**src/rtl/mdc_pkg.sv**
```systemverilog
package mdc_pkg;
  // Effective prescaler exponent: normal mode keeps the low bits only,
  // precision mode saturates the full field at the maximum exponent.
  function automatic int unsigned eff_shift(input int unsigned sel,
                                            input bit precise,
                                            input int unsigned norm_bits,
                                            input int unsigned max_log);
    if (precise)
      return (sel > max_log) ? max_log : sel;
    else
      return sel % (32'd1 << norm_bits);
  endfunction
endpackage

```
**src/rtl/mdc_prescaler.sv**
```systemverilog
module mdc_prescaler #(
  parameter int PRE_LOG = 8,
  parameter int SEL_W   = 4
) (
  input  logic             clk,
  input  logic             rst,
  input  logic             en,
  input  logic             restart,
  input  logic             precise,
  input  logic [SEL_W-1:0] sel,
  output logic             tick
);
  import mdc_pkg::*;
  localparam int NORM_BITS = SEL_W - 1;
  localparam logic [PRE_LOG-1:0] PH_ONE = PRE_LOG'(1);

  logic [PRE_LOG-1:0] ph_q;
  logic [PRE_LOG-1:0] mask;
  int unsigned        shift;

  always_comb begin
    shift = eff_shift(32'(sel), precise, NORM_BITS, PRE_LOG);
    for (int i = 0; i < PRE_LOG; i++)
      mask[i] = (32'(i) < shift);
  end

  assign tick = en && ((ph_q & mask) == mask);

  always_ff @(posedge clk) begin
    if (rst || restart || !en) ph_q <= '0;
    else                       ph_q <= ph_q + PH_ONE;
  end


  no_tick_when_off_chk: assert property (@(posedge clk) disable iff (rst)
    !en |-> !tick);
endmodule

```
**src/rtl/mdc_counter.sv**
```systemverilog
module mdc_counter #(
  parameter int CNT_W = 16
) (
  input  logic             clk,
  input  logic             rst,
  input  logic             mod_wr,
  input  logic [CNT_W-1:0] mod_val,
  input  logic             tick,
  input  logic             periodic,
  output logic [CNT_W-1:0] cnt_q,
  output logic             zero_ev
);
  localparam logic [CNT_W-1:0] C_ONE = CNT_W'(1);

  logic [CNT_W-1:0] modr_q;

  assign zero_ev = !mod_wr && tick && (cnt_q == C_ONE);

  always_ff @(posedge clk) begin
    if (rst) begin
      cnt_q  <= '0;
      modr_q <= '0;
    end else if (mod_wr) begin
      cnt_q  <= mod_val;
      modr_q <= mod_val;
    end else if (tick) begin
      if (cnt_q != '0) cnt_q <= cnt_q - C_ONE;
      else if (periodic) cnt_q <= modr_q;
    end
  end


  mod_load_chk: assert property (@(posedge clk) disable iff (rst)
    mod_wr |=> cnt_q == $past(mod_val));

  no_tick_hold_chk: assert property (@(posedge clk) disable iff (rst)
    (!mod_wr && !tick) |=> $stable(cnt_q));

  oneshot_hold_chk: assert property (@(posedge clk) disable iff (rst)
    (!mod_wr && !periodic && cnt_q == '0) |=> cnt_q == '0);
endmodule

```
**src/rtl/mdc_events.sv**
```systemverilog
module mdc_events (
  input  logic clk,
  input  logic rst,
  input  logic zero_ev,
  input  logic irq_en,
  input  logic fast_clr,
  input  logic flag_w1c,
  input  logic cnt_acc,
  input  logic latch_on,
  input  logic periodic,
  input  logic cfg_wr,
  output logic flag_q,
  output logic irq_q,
  output logic latch_q
);
  logic armed_q;
  logic clr;
  logic flag_d;
  logic fire;

  always_comb begin
    clr    = fast_clr ? cnt_acc : flag_w1c;
    flag_d = zero_ev ? 1'b1 : (clr ? 1'b0 : flag_q);
    fire   = zero_ev && latch_on && (periodic || armed_q);
  end

  always_ff @(posedge clk) begin
    if (rst) begin
      flag_q  <= 1'b0;
      irq_q   <= 1'b0;
      latch_q <= 1'b0;
      armed_q <= 1'b1;
    end else begin
      flag_q  <= flag_d;
      irq_q   <= flag_d && irq_en;
      latch_q <= fire;
      if (cfg_wr)                      armed_q <= 1'b1;
      else if (fire && !periodic)      armed_q <= 1'b0;
    end
  end


  set_wins_chk: assert property (@(posedge clk) disable iff (rst)
    zero_ev |=> flag_q);

  irq_needs_flag_chk: assert property (@(posedge clk) disable iff (rst)
    irq_q |-> flag_q);

  latch_with_flag_chk: assert property (@(posedge clk) disable iff (rst)
    latch_q |-> flag_q);

  latch_pulse_chk: assert property (@(posedge clk) disable iff (rst)
    latch_q |=> !latch_q);

  fast_clear_chk: assert property (@(posedge clk) disable iff (rst)
    (fast_clr && cnt_acc && !zero_ev) |=> !flag_q);
endmodule

```
**src/rtl/mdc_top.sv**
```systemverilog
module mdc_top #(
  parameter int CNT_W   = 16,
  parameter int PRE_LOG = 8,
  parameter int SEL_W   = 4
) (
  input  logic             clk,
  input  logic             rst,
  input  logic             en,
  input  logic             periodic,
  input  logic             latch_on,
  input  logic             irq_en,
  input  logic             fast_clr,
  input  logic             precise,
  input  logic [SEL_W-1:0] presc_sel,
  input  logic             cfg_wr,
  input  logic             mod_wr,
  input  logic [CNT_W-1:0] mod_val,
  input  logic             cnt_acc,
  input  logic             flag_w1c,
  output logic [CNT_W-1:0] count,
  output logic             zero_flag,
  output logic             irq,
  output logic             latch_strobe
);
  logic tick;
  logic zero_ev;

  mdc_prescaler #(.PRE_LOG(PRE_LOG), .SEL_W(SEL_W)) i_pre (
    .clk(clk), .rst(rst), .en(en), .restart(mod_wr),
    .precise(precise), .sel(presc_sel), .tick(tick)
  );

  mdc_counter #(.CNT_W(CNT_W)) i_cnt (
    .clk(clk), .rst(rst), .mod_wr(mod_wr), .mod_val(mod_val),
    .tick(tick), .periodic(periodic), .cnt_q(count), .zero_ev(zero_ev)
  );

  mdc_events i_evt (
    .clk(clk), .rst(rst), .zero_ev(zero_ev), .irq_en(irq_en),
    .fast_clr(fast_clr), .flag_w1c(flag_w1c), .cnt_acc(cnt_acc),
    .latch_on(latch_on), .periodic(periodic), .cfg_wr(cfg_wr),
    .flag_q(zero_flag), .irq_q(irq), .latch_q(latch_strobe)
  );
endmodule

```
**config.mk**
```make
export PLATFORM = sky130hd
export DESIGN_NAME = mdc_top
export DESIGN_NICKNAME = d
export VERILOG_FILES = /design/src/rtl/mdc_pkg.sv /design/src/rtl/mdc_prescaler.sv /design/src/rtl/mdc_counter.sv /design/src/rtl/mdc_events.sv /design/src/rtl/mdc_top.sv
export SDC_FILE = /design/constraint.sdc
export NUM_CORES = 1
export LEC_CHECK = 0
export ABC_CLOCK_PERIOD_IN_PS = 2400
export BUFFER_PORTS_ARGS = -buffer_cell sky130_fd_sc_hd__buf_2
export CORE_UTILIZATION = 40
export DETAILED_ROUTE_END_ITERATION = 12
export GPL_TIMING_DRIVEN = 0
export SYNTH_ARGS = -nofsm -noshare
export SYNTH_HDL_FRONTEND = slang
export SYNTH_HIERARCHICAL = 1
export SYNTH_SLANG_ARGS = --single-unit
```
**constraint.sdc**
```tcl
create_clock -name clk -period 2.4 [get_ports clk]
set_clock_uncertainty 0.1 [all_clocks]
set_input_delay 0 -clock clk [delete_from_list [all_inputs] [get_ports clk]]
set_output_delay 0 -clock clk [all_outputs]
set_load 0.005 [all_outputs]
```
# Word-level counts from Yosys, hierarchy flattened
# Index checks and enable logic that the tools add are counted.
# totals
output_inout_bits	19
wordCells	48
ff_bits	44
in_bits	32
# op_classes
n_eq_ne	2
n_addsub	2
bitwise	1
n_lt_le_gt_ge	9
n_mux	9
reduce_logical	18
# op_table
op	n
< comparator 3 x 32 -> 1 bit, first input constant	4
< comparator 1 x 32 -> 1 bit, first input constant	2
< comparator 2 x 32 -> 1 bit, first input constant	2
2-to-1 mux 16 bit	4
2-to-1 mux 32 bit	1
== test 16 x 1 -> 1 bit, second input constant	1
nonzero test 16 bit	1
subtractor 16 x 1 -> 16 bit, second input constant	1
adder 8 x 1 -> 8 bit, second input constant	1
bitwise AND 8 bit	1
== test 8 bit	1
logical AND 1 bit	7
> comparator 4 bit, second input constant	1
2-to-1 mux 4 bit	1
logical NOT 1 bit	3
logical OR 1 bit	3
2-to-1 mux 1 bit	3
nonzero test 3 bit	1
AND reduction 2 bit	1
nonzero test 2 bit	1
OR reduction 2 bit	1

# Logic depth before layout (Yosys ltp)
# logic_depth
depth_word	12
ltp_mapped	10
ltp_nobuf	9

# Cells and area by module
# The synthesis kept the hierarchy.
# by_module_without_submodules
mod	cells_per_inst	seq_area_each_um2	n_inst	area_each_um2
mdc_counter	241	640.6	1	1915.6
mdc_prescaler	46	160.2	1	385.4
mdc_events	15	80.1	1	162.7

# Least setup slack after synthesis
# OpenSTA, ideal clock, no wires.
# synth_timing
path_type	reg2reg
start	register i_pre.ph_q[0]
end	register i_evt.armed_q
slack_ns	-0.168
t_arrival_ns	2.348
period_less_slack_ns	2.568
path_buffers	1
setup_ns	0.120
required_ns	2.180
path_stages_with_launch	10
path_cell_list	dfxtp_1 > nand2_1 > a211o_1 > a221o_1 > a31oi_1 > clkbuf_1 > nand2b_1 > nor4_1 > nand3b_1 > a211o_1
# synth_between
elab_chain_cells	8
# synth_lines
item	line	source
from (decl)	mdc_prescaler.sv:17	logic [PRE_LOG-1:0] ph_q;
from (signal assigned)	mdc_prescaler.sv:31	else ph_q <= ph_q + PH_ONE;
bitwise AND 8 bit	mdc_prescaler.sv:27	assign tick = en && ((ph_q & mask) == mask);
== test 8 bit	mdc_prescaler.sv:27	
logical AND 1 bit	mdc_prescaler.sv:27	
net tick	mdc_top.sv:25	logic tick;
logical AND 1 bit (2 in series)	mdc_counter.sv:17	assign zero_ev = !mod_wr && tick && (cnt_q == C_ONE);
net zero_ev	mdc_top.sv:26	logic zero_ev;
logical AND 1 bit (2 in series)	mdc_events.sv:24	fire = zero_ev && latch_on && (periodic || armed_q);
logical AND 1 bit	mdc_events.sv:38	else if (fire && !periodic) armed_q <= 1'b0;
to (signal assigned)	mdc_events.sv:32	armed_q <= 1'b1;
to (signal assigned)	mdc_events.sv:37	if (cfg_wr) armed_q <= 1'b1;
to (signal assigned)	mdc_events.sv:38	
to (decl)	mdc_events.sv:16	logic armed_q;
# The timed path passes the listed nets, and every way through them passes these cells.
# A chain may end at the register's enable or synchronous reset.

# Worst setup path after layout
# layout_timing
start	register i_pre.ph_q[0]
end	register i_cnt.cnt_q[14]
# layout_between
elab_chain_cells	5
# layout_lines
item	line	source
bitwise AND 8 bit	mdc_prescaler.sv:27	
== test 8 bit	mdc_prescaler.sv:27	
logical AND 1 bit	mdc_prescaler.sv:27	
net tick	mdc_top.sv:25	
nonzero test 2 bit (no line)	-	
AND reduction 2 bit (no line)	-	
to (signal assigned)	mdc_counter.sv:24	cnt_q <= mod_val;
to (signal assigned)	mdc_counter.sv:27	if (cnt_q != '0) cnt_q <= cnt_q - C_ONE;
to (signal assigned)	mdc_counter.sv:28	else if (periodic) cnt_q <= modr_q;
to (decl)	mdc_counter.sv:10	output logic [CNT_W-1:0] cnt_q,
# The timed path passes the listed nets, and every way through them passes these cells.

==> out/results.tsv <==
metric	value	unit
worst slew slack as a fraction of its limit	46.7	%
I/O Buffers	50	
ys flop type	sky130_fd_sc_hd__dfxtp_1	
Fmax achieved	0.419	GHz
library cell occupying the most area in the post-synthesis netlist	sky130_fd_sc_hd__dfxtp_1	
Core ar.	5920	sq um
Nets	434	
detailed-route vias per instance	5.63	
net count after synthesis	338	
clock buffers created by TritonCTS	5	
Final min period	2390	ps
total power per unit cell area	518	nW/um^2
total detailed-routing wirelength	7760	um
RSZ-0062 raised after global routing	yes	
Slew Viols, Final	0	
wire length of the first global-routing pass	12200	um
final hold viol count	0	
cell breakdown of the critical path	nand2_2, a211o_1, a221o_1, a31oi_1, buf_4, nand3_2, or4_1, a21oi_1, a221oi_1	
longest individual stage delay on the worst path	420	ps
highest-delay cell along the critical path	sky130_fd_sc_hd__or4_1	
Synth Register Bits	44	
leading cell types by total area after synthesis	sky130_fd_sc_hd__dfxtp_1, sky130_fd_sc_hd__a21oi_1, sky130_fd_sc_hd__nand2_1	
half-perimeter wire length after placement	5190	um
category of cells accounting for the largest share of critical-path delay	compound AO/OA/AOI/OAI gates	
Overall Global Routing Usage	24.7	%
via count of the routed design	2668	
ranking of synthesized cells by instance count	sky130_fd_sc_hd__dfxtp_1, sky130_fd_sc_hd__nand2_1, sky130_fd_sc_hd__a21oi_1	
arrival time of the worst setup path	2420	ps
site row count	28	
biggest fanout along the worst timing path	6	
instance area after placement	2820	sq um
antenna violations before repair	0	
latest clock arrival within the worst-skew pair	290	ps
Ys Warns	6	
count of routing violations after the opening detailed-route iteration	242	
number of DRC violations after detailed routing	0	
Avg WL per Cell	16.4	um
cell area after synthesis	2460	sq um
number of global-route vias before repair	2504	
number of library cell types mapped by synthesis	58	
setup TNS after final layout	0	ps
maximum number of buffers from clock root to sink	2	
global-route track usage on met2	40.5	%
sinks on the clock net	44	
clock-pin transition on the worst setup and hold timing paths	80	ps
1st-pass router iterations	4	
busiest layer in global routing	met2	
die area	6480	sq um
effective utilization at floorplan	41.6	%
fraction of synthesized cell area taken by the top area cell type	35.8	%
worst vdd ir	0.000272	V
routing usage on met3	5.00	%
data required time of the worst path	2440	ps
slew of the pin with the lowest slew margin	800	ps
Seq/Total Area, Yosys	35.8	%
overflow left after global routing	0	
Crit Path Category	flop to flop	
total I/O pin count	51	
cell chosen for the clock root	sky130_fd_sc_hd__clkbuf_8	
die boundary width	80.5	um
share of the clock period used by the worst path after layout	99.4	%
share of async-settable or async-resettable flops after synthesis	0	%
run status	completed	
layout overhead on the synthesized area	39.8	%
TritonCTS clock tree	yes	
Worst Setup Start Kind	flop	
met1 track utilization from global routing	32.6	%
die height	80.5	um
count of buffering cells on the critical path with inverters included	1	
Post-synth EDFFs	0	
Max H-tree Level	2	
Setup crit end kind	flop	
mean instance size in the synthesized netlist	8.16	sq um
endpoints failing setup	0	
Post-DRT Antenna Nets	0	
pin count of the biggest net entering global routing	14	
final design instance area without fill	3440	sq um
Hold/Removal Path Class	input port to flop	
most frequently used cell type in the post-synthesis netlist	sky130_fd_sc_hd__dfxtp_1	
Synth Instances	302	
weighted congestion reported at the end of routability-driven placement	0.901	
number of maximum-capacitance constraint violations	0	
static leakage	0.00140	uW
diode insertion count for antenna repair	0	
share of cells above drive strength 1	27.3	%
-- area by class of cell --
cell class | count | area (sq um)
Tap cell | 75 | 93.8
Fill cell | 572 | 2480
Timing Repair Buffer | 89 | 609
Buffer | 20 | 106
Clock buffer | 7 | 96.3
Multi-Input combinational cell | 223 | 1560
Clock inverter | 1 | 30.0
Inverter | 15 | 56.3
Sequential cell | 44 | 892
-- power breakdown --
part           switching, uW  total, uW  internal, uW
registers               40.7        803           762
clock network            253        620           367
logic                    186        363           176
total                    480       1790          1310
-- logic make-up after synthesis --
group | Yosys count | synth area share (%)
compound gates | 86 | 24.5
xor+xnor | 8 | 2.84
fa+ha+maj | 4 | 2.03
buf+inv | 35 | 5.69
flops | 44 | 35.8
mux | 9 | 3.86
simple gates | 116 | 25.3
-- stage by stage --
step / util [%] / hold slack, ps / std cells / total power (uW) / setup WS (ps)
CTS: 56.1 / 320 / 470 / 1770 / -31.8
detailed placement: 47.5 / 95.7 / 427 / 1110 / -410
floorplan: - / -27.6 / 302 / 997 / 32.1
global route: 58.2 / 351 / 474 / 1870 / -74.7
finish: 58.2 / 323 / 474 / 1790 / 14.7
global placement: 47.5 / 81.5 / 427 / 1100 / -406
-- cells in the final DEF (no fill, tap or decap), types with 3 or more instances in the layout --
cell type and count:
sky130_fd_sc_hd__dfxtp_1 39, sky130_fd_sc_hd__a221oi_1 4, sky130_fd_sc_hd__and3_1 4, sky130_fd_sc_hd__nor3_1 7, sky130_fd_sc_hd__nand2b_1 10, sky130_fd_sc_hd__buf_4 14
sky130_fd_sc_hd__buf_2 50, sky130_fd_sc_hd__a211o_1 3, sky130_fd_sc_hd__o21ai_0 12, sky130_fd_sc_hd__inv_1 13, sky130_fd_sc_hd__clkbuf_8 8, sky130_fd_sc_hd__a221o_1 3
sky130_fd_sc_hd__clkbuf_1 12, sky130_fd_sc_hd__or3_4 3, sky130_fd_sc_hd__ha_1 3, sky130_fd_sc_hd__nor4_1 3, sky130_fd_sc_hd__xnor2_1 6, sky130_fd_sc_hd__a21oi_1 27
sky130_fd_sc_hd__o31ai_1 3, sky130_fd_sc_hd__a21o_1 3, sky130_fd_sc_hd__dfxtp_2 3, sky130_fd_sc_hd__nand3b_1 6, sky130_fd_sc_hd__nand2_1 28, sky130_fd_sc_hd__mux2i_1 8
sky130_fd_sc_hd__nor2_1 23, sky130_fd_sc_hd__nand3_1 5, sky130_fd_sc_hd__dlygate4sd3_1 25, sky130_fd_sc_hd__o211ai_1 3, sky130_fd_sc_hd__or4_1 5, sky130_fd_sc_hd__buf_6 3
-- routing by layer --
layer | wire length (um) | up-vias | part of all wire [%]
li1 | - | 1308 | -
met1 | 3660 | 1281 | 47
met2 | 3630 | 67 | 47
met3 | 338 | 12 | 4.4
met4 | 135 | 0 | 1.7
met5 | 0 | - | 0
-- final timing paths --
path                               startpoint         endpoint  slack (ps)  depth (start not counted)
worst max-delay path            i_pre/ph_q[0]  i_cnt/cnt_q[14]          10                          9
worst min-delay path                   cfg_wr    i_evt/armed_q         320                          3
worst max register to register  i_pre/ph_q[0]  i_cnt/cnt_q[14]          10                          9
worst min register to register  i_pre/ph_q[0]    i_pre/ph_q[0]         340                          1
-- tightest hold or removal path: cells and delay by family --
family / cells / cell delay (ps)
buf+inv: 2 / 600
compound gates: 1 / 80
-- state kept, by name, indices dropped and copies added, names as in the netlist --
register,count
i_evt/flag_q,1
i_evt/irq_q,1
i_cnt/modr_q,16
i_evt/latch_q,1
i_cnt/cnt_q,16
i_evt/armed_q,1
i_pre/ph_q,8
-- what timing repair did --
item | in CTS | in global routing
hold buffers | 25 | 0
gates resized for setup | 15 | 27
buffers inserted | 10 | 5
pin swaps | 4 | 12
setup endpoints to repair | 19 | 19
endpoints found under the hold margin | 37 | 0
Power figures use the tool's default switching activity.
